$ cat config.mk
export PLATFORM = sky130hd
export DESIGN_NAME = girq_front
export DESIGN_NICKNAME = d
export VERILOG_FILES = /design/src/rtl/girq_pkg.sv /design/src/rtl/girq_guard.sv /design/src/rtl/girq_sticky.sv /design/src/rtl/girq_core.sv /design/src/rtl/girq_front.sv
export SDC_FILE = /design/constraint.sdc
export NUM_CORES = 1
export LEC_CHECK = 0
export ABC_CLOCK_PERIOD_IN_PS = 2330
export CORE_AREA = 2 2 71 99
export DETAILED_ROUTE_END_ITERATION = 16
export DIE_AREA = 0 0 73 101
export PLACE_DENSITY_LB_ADDON = 0.05
export REMOVE_ABC_BUFFERS = 1
export SYNTH_ARGS = -nofsm -noshare
export SYNTH_HDL_FRONTEND = slang
export SYNTH_SLANG_ARGS = --single-unit
$ cat constraint.sdc
create_clock -name clk -period 2.33 [get_ports clk]
set_input_delay 0.466 -clock clk [delete_from_list [all_inputs] [get_ports clk]]
set_output_delay 0.466 -clock clk [all_outputs]
set_load 0.005 [all_outputs]
$ cat src/rtl/girq_pkg.sv
package girq_pkg;
   localparam int WORD_W = 32;

   typedef enum logic [2:0] {
      SLOT_GUARD = 3'd0,
      SLOT_STAT  = 3'd1,
      SLOT_MASK  = 3'd2,
      SLOT_EN    = 3'd3,
      SLOT_DIS   = 3'd4,
      SLOT_PLOCK = 3'd5,
      SLOT_NONE  = 3'd7
   } slot_e;

   // Builds the set of implemented status/mask bits: low sources plus bit 31.
   function automatic logic [WORD_W-1:0] impl_bits(input int low_src);
      logic [WORD_W-1:0] m;
      m = '0;
      for (int i = 0; i < low_src; i++) m[i] = 1'b1;
      m[WORD_W-1] = 1'b1;
      return m;
   endfunction
endpackage

$ cat src/rtl/girq_guard.sv
module girq_guard #(
   parameter int                W   = 32,
   parameter logic [W-1:0]      KEY = 32'h0000_DF0D
) (
   input  logic         clk,
   input  logic         rst_n,
   input  logic         we,
   input  logic [W-1:0] wdata,
   output logic         closed_o
);
   logic closed_q;

   always_ff @(posedge clk or negedge rst_n) begin
      if (!rst_n)  closed_q <= 1'b1;
      else if (we) closed_q <= (wdata != KEY);
   end

   assign closed_o = closed_q;


   key_opens_chk: assert property (@(posedge clk) disable iff (!rst_n)
      (we && wdata == KEY) |=> !closed_o);

   other_closes_chk: assert property (@(posedge clk) disable iff (!rst_n)
      (we && wdata != KEY) |=> closed_o);
endmodule

$ cat src/rtl/girq_sticky.sv
module girq_sticky (
   input  logic clk,
   input  logic rst_n,
   input  logic we,
   input  logic din,
   output logic q_o
);
   logic q;

   always_ff @(posedge clk or negedge rst_n) begin
      if (!rst_n)  q <= 1'b0;
      else if (we) q <= q | din;
   end

   assign q_o = q;


   sticky_hold_chk: assert property (@(posedge clk) disable iff (!rst_n)
      q_o |=> q_o);
endmodule

$ cat src/rtl/girq_core.sv
module girq_core
   import girq_pkg::*;
#(
   parameter int LOW_SRC = 15
) (
   input  logic              clk,
   input  logic              rst_n,
   input  logic [LOW_SRC:0]  ev_i,
   input  logic              clr_we,
   input  logic              en_we,
   input  logic              dis_we,
   input  logic [WORD_W-1:0] wdata,
   output logic [WORD_W-1:0] stat_o,
   output logic [WORD_W-1:0] mask_o,
   output logic              irq_o
);
   localparam logic [WORD_W-1:0] IMPL = impl_bits(LOW_SRC);

   logic [WORD_W-1:0] ev_word, stat_q, mask_q, clr_bits;

   // Route event inputs onto status positions; the top input lands on bit 31.
   for (genvar g = 0; g < WORD_W; g++) begin : g_map
      if (g < LOW_SRC) begin : g_low
         assign ev_word[g] = ev_i[g];
      end else if (g == WORD_W-1) begin : g_top
         assign ev_word[g] = ev_i[LOW_SRC];
      end else begin : g_rsvd
         assign ev_word[g] = 1'b0;
      end
   end

   assign clr_bits = clr_we ? wdata : '0;

   always_ff @(posedge clk or negedge rst_n) begin
      if (!rst_n) begin
         stat_q <= '0;
         mask_q <= IMPL;
      end else begin
         stat_q <= ((stat_q & ~clr_bits) | ev_word) & IMPL;
         if (en_we)       mask_q <= mask_q & ~wdata;
         else if (dis_we) mask_q <= (mask_q | wdata) & IMPL;
      end
   end

   assign stat_o = stat_q;
   assign mask_o = mask_q;
   assign irq_o  = |(stat_q & ~mask_q);


   event_wins_chk: assert property (@(posedge clk) disable iff (!rst_n)
      (ev_i != '0) |=> ((stat_o & $past(ev_word)) == $past(ev_word)));

   enable_clears_chk: assert property (@(posedge clk) disable iff (!rst_n)
      en_we |=> ((mask_o & $past(wdata)) == '0));

   disable_sets_chk: assert property (@(posedge clk) disable iff (!rst_n)
      dis_we |=> ((mask_o & $past(wdata) & IMPL) == ($past(wdata) & IMPL)));

   rsvd_zero_chk: assert property (@(posedge clk) disable iff (!rst_n)
      ((stat_o | mask_o) & ~IMPL) == '0);
endmodule

$ cat src/rtl/girq_front.sv
module girq_front
   import girq_pkg::*;
#(
   parameter int          ADDR_W  = 8,
   parameter int          LOW_SRC = 15,
   parameter logic [31:0] KEY     = 32'h0000_DF0D
) (
   input  logic                clk,
   input  logic                rst_n,
   input  logic                bus_wr,
   input  logic [ADDR_W-1:0]   bus_addr,
   input  logic [WORD_W-1:0]   bus_wdata,
   output logic [WORD_W-1:0]   bus_rdata,
   input  logic [LOW_SRC:0]    event_in,
   output logic                irq_o
);
   localparam int IDX_W = ADDR_W - 2;

   if (ADDR_W < 5) begin : g_bad_addr
      $error("girq_front: ADDR_W must be at least 5");
   end
   if (LOW_SRC < 1 || LOW_SRC > WORD_W-2) begin : g_bad_src
      $error("girq_front: LOW_SRC must lie in 1..30");
   end

   slot_e             slot;
   logic              closed, plock;
   logic              wr_guard, wr_ok;
   logic [WORD_W-1:0] stat, mask;
   logic [IDX_W-1:0]  widx;

   assign widx = bus_addr[ADDR_W-1:2];

   always_comb begin
      slot = SLOT_NONE;
      if (bus_addr[1:0] == 2'b00) begin
         case (widx)
            IDX_W'(0): slot = SLOT_GUARD;
            IDX_W'(1): slot = SLOT_STAT;
            IDX_W'(2): slot = SLOT_MASK;
            IDX_W'(3): slot = SLOT_EN;
            IDX_W'(4): slot = SLOT_DIS;
            IDX_W'(5): slot = SLOT_PLOCK;
            default:   slot = SLOT_NONE;
         endcase
      end
   end

   assign wr_guard = bus_wr && slot == SLOT_GUARD;
   assign wr_ok    = bus_wr && !closed;

   girq_guard #(.W(WORD_W), .KEY(KEY)) u_guard (
      .clk(clk), .rst_n(rst_n), .we(wr_guard), .wdata(bus_wdata), .closed_o(closed));

   girq_core #(.LOW_SRC(LOW_SRC)) u_core (
      .clk(clk), .rst_n(rst_n), .ev_i(event_in),
      .clr_we(wr_ok && slot == SLOT_STAT),
      .en_we (wr_ok && slot == SLOT_EN),
      .dis_we(wr_ok && slot == SLOT_DIS),
      .wdata(bus_wdata), .stat_o(stat), .mask_o(mask), .irq_o(irq_o));

   girq_sticky u_plock (
      .clk(clk), .rst_n(rst_n), .we(wr_ok && slot == SLOT_PLOCK),
      .din(bus_wdata[0]), .q_o(plock));

   always_comb begin
      unique case (slot)
         SLOT_GUARD: bus_rdata = {{(WORD_W-1){1'b0}}, closed};
         SLOT_STAT:  bus_rdata = stat;
         SLOT_MASK:  bus_rdata = mask;
         SLOT_PLOCK: bus_rdata = {{(WORD_W-1){1'b0}}, plock};
         default:    bus_rdata = '0;
      endcase
   end


   closed_mask_chk: assert property (@(posedge clk) disable iff (!rst_n)
      (closed && bus_wr && slot != SLOT_GUARD) |=> $stable(mask));

   closed_plock_chk: assert property (@(posedge clk) disable iff (!rst_n)
      (closed && bus_wr && slot == SLOT_PLOCK) |=> $stable(plock));
endmodule

==> metrics.md, run 1 <==
| Metric | Value |
|---|---|
| Run status | finished, violations left |
| Violations in the final reports | setup timing |
| Number of DRC markers in iteration 0 | 79 |
| Kind of cell adding the most delay to the critical path | simple AND/OR/NAND/NOR gates |
| Number of maximum-capacitance violations | 0 |
| Std-Cell Core Area | 6530 um2 |
| CTS tree | built |
| Post-route total power | 0.00162 W |
| Ratio of routed vias to standard cells | 5.34 |
| Vias | 2396 |
| Most frequent cells in the layout | sky130_fd_sc_hd__clkdlybuf4s50_1, sky130_fd_sc_hd__nand2_1, sky130_fd_sc_hd__dfrtp_1, sky130_fd_sc_hd__a21oi_1, sky130_fd_sc_hd__buf_6 |
| Final Skew | 6.15 ps |
| Count of antenna diodes in the layout | 0 |
| Count of state elements after synthesis | 50 |
| Number of buffer cells added on primary ports | 91 |
| Worst IR drop on VDD | 274 uV |
| Maximum buffer depth of the clock tree | 2 |
| Worst Path Required | 1860 ps |
| Worst-Margin Slew | 530 ps |
| Tmin final | 2560 ps |
| Synth area leaders | sky130_fd_sc_hd__dfrtp_1, sky130_fd_sc_hd__dfstp_2, sky130_fd_sc_hd__a21oi_1, sky130_fd_sc_hd__a22o_1, sky130_fd_sc_hd__a21o_1 |
| Aggregate routed wire length | 7.64 mm |
| Worst-path fanout max | 4 |
| TritonCTS Buffers | 5 |
| CTS hold repair buffers | 0 |
| Count of clock tree sinks | 50 |
| Final standard cell area without fillers | 3960 um2 |
| Post-route non-filler standard cell count | 449 |
| Total global-route track usage | 0.215 |
| Period utilisation layout | 1.10 |
| Class of the tightest hold or removal check | in -> async |
| CP Buf/Inv Count | 6 |
| Die boundary width | 73 um |
| Top cell type's share of synthesized area | 0.328 |
| Net switching power | 0.000383 W |
| Number of max-slew violations in the final report | 0 |
| Max Clock Freq | 391 MHz |
| Endpoint kind of the worst setup timing path | output port |
| Net Sw Frac | 0.237 |
| Initial Utilization | 0.386 |
| Post-layout net count | 433 |
| Gate Count Post-Synth | 250 |
| Cell-by-cell trace of the critical path | buf_6, or4_4, nor4_4, buf_4, buf_16, buf_8, buf_6, and2_4, buf_6 |
| DP Worst Slack | -816 ps |
| RD Place Congestion | 0.816 |
| Average wire length per cell after detail routing | 17.0 um |
| Clock slew seen by the registers of the worst setup and hold paths | 90 ps |
| H-tree depth | 2 |
| Commonest non-fill, non-tap cell in the layout | sky130_fd_sc_hd__clkdlybuf4s50_1 |
| Via count of the first global-routing pass | 2338 |
| Number of distinct standard cells referenced by the synthesized netlist | 34 |
| Syn_area_per_cell | 10.1 um2 |
| Placed Cells incl. Taps | 428 |
| Largest stage delay on the critical path | 560 ps |
| Worst path most repeated cell | sky130_fd_sc_hd__buf_6 |
| Worst EP arrival | 2090 ps |
| Portion of total power attributed to combinational logic | 0.133 |
| Static leakage | 1.75 nW |
| Area after DPL | 3690 um2 |
| Die extent in y | 101 um |
| Final core area utilization | 0.606 |
| Unrepaired setup endpoints after global routing | yes |
| Number of enable flip-flop cells after synthesis | 0 |
| PwrDens | 409 nW/um2 |
| Area of the die | 7370 um2 |
| Number of placed I/O pins | 92 |
| Clock network power share | 0.306 |
| Critical-path cell with the highest stage delay | sky130_fd_sc_hd__or4_4 |
| Netlist Area Pre-Place | 2520 um2 |
| Wire length of the first global-routing pass | 12.0 mm |
| Cell accounting for the most synthesized area | sky130_fd_sc_hd__dfrtp_1 |
| Sequential cell fraction of total power | 0.561 |
| Internal power | 0.00124 W |
| Layout cells sized above 1 | 0.336 |
| Worst-case headroom to the max-slew limit | 0.647 |
| Antenna violations before repair | 0 |
| Clk Latency, worst-skew pair | 300 ps |
| Number of rows created at floorplan | 35 |
| Number of nets still failing antenna checks after routing | 0 |
| TritonRoute pass-1 iters | 4 |
| Maximum number of pins on one net before global-route repair | 30 |
| P&R area growth vs syn | 57.1% |
| Buffer cell driving the clock tree root | sky130_fd_sc_hd__clkbuf_8 |
| Drt drc | 0 |
| Class of the most critical setup path | in -> out |
| Setup violation total in the final timing report | 32 |
| Half-perimeter wire length after detailed placement | 5.34 mm |
| Hold Fails Final Rpt | 0 |
| Synthesis warning total | 0 |
| Most common flop cell mapped by yosys | sky130_fd_sc_hd__dfrtp_1 |
| Category of the worst setup path launch point | input pin |
| Total grt overflow | 0 |
| Worst setup slack after layout | -228 ps |
| Share of synthesized area occupied by flip-flops and latches | 0.505 |
| Proportion of synthesized flip-flops having asynchronous set or reset | 1.00 |
## layer usage
metal  track usage  routed length [um]  up-vias
li1              -                   -     1146
met1         0.292                3290     1170
met2         0.358                3900       74
met3        0.0300                 360        6
met4        0.0556                  82        0
met5             0                   0        -
## synthesized netlist by cell type, types with 4 or more instances
library cell,n
sky130_fd_sc_hd__nand2_1,34
sky130_fd_sc_hd__dfrtp_1,33
sky130_fd_sc_hd__a21oi_1,32
sky130_fd_sc_hd__a21o_1,17
sky130_fd_sc_hd__and2_1,17
sky130_fd_sc_hd__dfstp_2,17
sky130_fd_sc_hd__a22o_1,16
sky130_fd_sc_hd__and3_1,16
sky130_fd_sc_hd__inv_1,16
sky130_fd_sc_hd__buf_2,5
sky130_fd_sc_hd__a221oi_1,4
sky130_fd_sc_hd__o22ai_1,4
## final timing paths
check | endpoint | slack, ps | start | cells past startpoint
setup / recovery | bus_rdata[23] | -230 | bus_addr[1] | 9
hold / removal | u_core.stat_o[10] | 130 | rst_n | 1
setup reg to reg | register | 430 | u_guard.closed_o | 6
hold reg to reg | u_plock.q_o | 460 | u_plock.q_o | 1
max in group asynchronous | async pin | 1580 | rst_n | 2
min in group clk | u_plock.q_o | 460 | u_plock.q_o | 1
## per-stage QoR
stage | setup TNS [ps] | hold slack (ps)
2_1_floorplan | -20780 | 170
3_3_place_gp | -33020 | 442
3_5_place_dp | -33760 | 446
4_1_cts | -3340 | 143
5_1_grt | -6380 | 172
6_report | -4810 | 135
## final cells by class
class,instances,area (um2)
clock buffer,8,80.1
fill,582,2570
inverter,16,60.1
multi-input combinational,171,1190
sequential,50,1270
tap,74,92.6
timing repair buffer,130,1260
## power groups by stage
stage | clock, W | combinational (W) | sequential [W]
2_1_floorplan | 0 | 0.0000373 | 0.000920
3_3_place_gp | 0 | 0.000207 | 0.000925
3_5_place_dp | 0 | 0.000208 | 0.000924
4_1_cts | 0.000508 | 0.000216 | 0.000908
5_1_grt | 0.000537 | 0.000232 | 0.000912
6_report | 0.000495 | 0.000215 | 0.000909
## kinds of logic (layout without fill, tap and decap cells)
kind of cell,count (synthesis),after routing,synth area share
compound gates,75,75,0.200
buf+inv,29,154,0.0591
flops,50,50,0.505
mux,1,1,0.00447
simple gates,95,95,0.231
## what timing repair did
item,CTS,global route
gates cloned,4,0
gates resized for setup,187,15
setup endpoints to repair,33,35
buffers inserted,14,2
hold endpoints to repair,0,0
pin swaps,26,12
(Power assumes the default switching activity.)
==> run 2, diff against run 1 <==
Settings changed: ABC_CLOCK_PERIOD_IN_PS 2330 to 3100, CORE_AREA 2 2 71 99 to 2 2 65 91, DIE_AREA 0 0 73 101 to 0 0 67 93.
Clock period 2.33 ns to 3.1 ns, I/O delays scaled along.
==> run 2 against run 1 <==
Net effect: the run now ends clean; non-clock buffer count down 5; wire length is 7.8% lower; design area fell by 4.6%; register-to-register slack better by 870 ps; critical endpoint unchanged; largest cell class unchanged; flip-flop and latch count unchanged; sequential share of layout area grew 1.5 points; setup slack improved by 330 ps.
==> metrics.md, run 2 (synthesis gave the netlist of run 1 again) <==
| Metric | Value |
|---|---|
| TritonRoute pass-1 iters | 4 (unchanged) |
| Count of antenna diodes in the layout | 0 (unchanged) |
| CTS tree | built (unchanged) |
| Count of clock tree sinks | 50 (unchanged) |
| Run status | completed (was finished, violations left) |
| Number of rows created at floorplan | 32 (was 35) |
| Clk Latency, worst-skew pair | 300 ps (about the same) |
| Category of the worst setup path launch point | input pin (unchanged) |
| Worst-Margin Slew | 1000 ps (was 530 ps) |
| Vias | 2354 (was 2396) |
| Average wire length per cell after detail routing | 16.1 um (was 17.0 um) |
| Wire length of the first global-routing pass | 11.5 mm (was 12.0 mm) |
| Number of max-slew violations in the final report | 0 (unchanged) |
| Largest stage delay on the critical path | 540 ps (was 560 ps) |
| Ratio of routed vias to standard cells | 5.37 (was 5.34) |
| Commonest non-fill, non-tap cell in the layout | sky130_fd_sc_hd__clkdlybuf4s50_1 (unchanged) |
| Clock network power share | 0.318 (was 0.306) |
| Std-Cell Core Area | 5450 um2 (was 6530 um2) |
| Setup violation total in the final timing report | 0 (was 32) |
| Worst EP arrival | 2380 ps (was 2090 ps) |
| Net Sw Frac | 0.230 (was 0.237) |
| Via count of the first global-routing pass | 2429 (was 2338) |
| H-tree depth | 2 (unchanged) |
| Number of DRC markers in iteration 0 | 119 (was 79) |
| Aggregate negative setup slack | 0 ps (was -4810 ps) |
| Endpoint kind of the worst setup timing path | output port (unchanged) |
| Aggregate routed wire length | 7.04 mm (was 7.64 mm) |
| Most frequent cells in the layout | sky130_fd_sc_hd__clkdlybuf4s50_1, sky130_fd_sc_hd__nand2_1, sky130_fd_sc_hd__dfrtp_1, sky130_fd_sc_hd__a21oi_1, sky130_fd_sc_hd__buf_4 (was sky130_fd_sc_hd__clkdlybuf4s50_1, sky130_fd_sc_hd__nand2_1, sky130_fd_sc_hd__dfrtp_1, sky130_fd_sc_hd__a21oi_1, sky130_fd_sc_hd__buf_6) |
| Class of the tightest hold or removal check | reg -> reg (was in -> async) |
| Hold Fails Final Rpt | 0 (unchanged) |
| Worst-case headroom to the max-slew limit | 0.333 (was 0.647) |
| Placed Cells incl. Taps | 414 (was 428) |
| RD Place Congestion | 0.803 (was 0.816) |
| Maximum buffer depth of the clock tree | 2 (unchanged) |
| Drt drc | 0 (unchanged) |
| Sequential cell fraction of total power | 0.559 (was 0.561) |
| Clock slew seen by the registers of the worst setup and hold paths | 90 ps (about the same) |
| Critical-path cell with the highest stage delay | sky130_fd_sc_hd__or4_4 (unchanged) |
| Max Clock Freq | 333 MHz |
| Number of buffer cells added on primary ports | 91 (unchanged) |
| Tmin final | 3000 ps |
| Class of the most critical setup path | in -> out (unchanged) |
| CTS hold repair buffers | 0 (unchanged) |
| P&R area growth vs syn | 49.9% (was 57.1%) |
| TritonCTS Buffers | 5 (unchanged) |
| Maximum number of pins on one net before global-route repair | 46 (was 30) |
| Total global-route track usage | 0.242 (was 0.215) |
| Die boundary width | 67 um (was 73 um) |
| Total grt overflow | 0 (unchanged) |
| Post-layout net count | 428 (was 433) |
| Layout cells sized above 1 | 0.235 (was 0.336) |
| Worst IR drop on VDD | 266 uV (was 274 uV) |
| Internal power | 0.000941 W (was 0.00124 W) |
| Number of placed I/O pins | 92 (unchanged) |
| Die extent in y | 93 um (was 101 um) |
| Half-perimeter wire length after detailed placement | 4.97 mm (was 5.34 mm) |
| Area of the die | 6230 um2 (was 7370 um2) |
| Portion of total power attributed to combinational logic | 0.124 (was 0.133) |
| Net switching power | 0.000281 W (was 0.000383 W) |
| Post-route non-filler standard cell count | 438 (was 449) |
| Number of maximum-capacitance violations | 0 (unchanged) |
| Antenna violations before repair | 0 (unchanged) |
| Final Skew | 7.69 ps (was 6.15 ps) |
| Buffer cell driving the clock tree root | sky130_fd_sc_hd__clkbuf_8 (unchanged) |
| Worst-path fanout max | 4 (unchanged) |
| Unrepaired setup endpoints after global routing | no (was yes) |
| Initial Utilization | 0.463 (was 0.386) |
| Period utilisation layout | 0.968 |
| Number of nets still failing antenna checks after routing | 0 (unchanged) |
| Worst Path Required | 2480 ps (was 1860 ps) |
| Cell-by-cell trace of the critical path | clkdlybuf4s15_1, or4_4, buf_6, nor4_4, buf_6, buf_4, buf_4, and2_1, clkdlybuf4s15_1 (was buf_6, or4_4, nor4_4, buf_4, buf_16, buf_8, buf_6, and2_4, buf_6) |
| Static leakage | 1.66 nW (was 1.75 nW) |
| PwrDens | 323 nW/um2 (was 409 nW/um2) |
## run 2: power by group through the flow
stage | registers (W) | logic [W] | clock network [W]
3_3_place_gp | 0.000694 | 0.000149 | 0
2_1_floorplan | 0.000691 | 0.0000281 | 0
4_1_cts | 0.000682 | 0.000152 | 0.000396
3_5_place_dp | 0.000694 | 0.000151 | 0
5_1_grt | 0.000684 | 0.000164 | 0.000419
6_report | 0.000682 | 0.000151 | 0.000388
## run 2: worst max-delay path: cells and delay by family
family / cells / cell delay, ps
simple gates: 3 / 880
buf+inv: 6 / 880
## run 2: path summary, 6_finish.rpt
check | startpoint | to | slack (ps) | cells past startpoint
min reg2reg | u_plock.q_o | u_plock.q_o | 460 | 1
min in group asynchronous | rst_n | u_core.stat_o[6] | 480 | 1
max reg2reg | u_guard.closed_o | u_core.mask_o[21] | 1300 | 3
min | u_plock.q_o | u_plock.q_o | 460 | 1
max in group asynchronous | rst_n | async pin | 1880 | 2
max | bus_addr[6] | bus_rdata[23] | 100 | 9
## run 2: cell type report
class	instances	area (um2)
clock inverters	1	5.00
clock buffers	7	86.3
inverters	16	60.1
fillers	479	1670
flip-flops and latches	50	1270
repair buffers	125	1150
multi-input cells	171	1120
well taps	68	85.1
## run 2: metal layers
layer | vias to the layer above | routed length (um) | share of wire | track usage
li1 | 1130 | - | - | -
met1 | 1152 | 2940 | 0.42 | 0.308
met2 | 66 | 3650 | 0.52 | 0.417
met3 | 6 | 353 | 0.050 | 0.0409
met4 | 0 | 93 | 0.013 | 0.0680
met5 | - | 0 | 0 | 0
## run 2: metrics by stage
step	utilization	cell area, um2	total power [W]	setup slack (ps)	hold slack [ps]
4_1_cts	0.696	3790	0.00123	21.3	472
6_report	0.693	3780	0.00122	98.5	464
3_5_place_dp	0.657	3580	0.000845	-384	452
2_1_floorplan	-	2430	0.000719	-176	324
5_1_grt	0.693	3780	0.00127	6.52	491
3_3_place_gp	0.657	3580	0.000843	-368	440
## run 2: timing repair
item                       CTS  global route
setup buffers               14             2
setup endpoints to repair   32            24
hold endpoints to repair     0             0
gates resized for setup     89            28
pin swaps                   11             4
gates cloned                 2             0
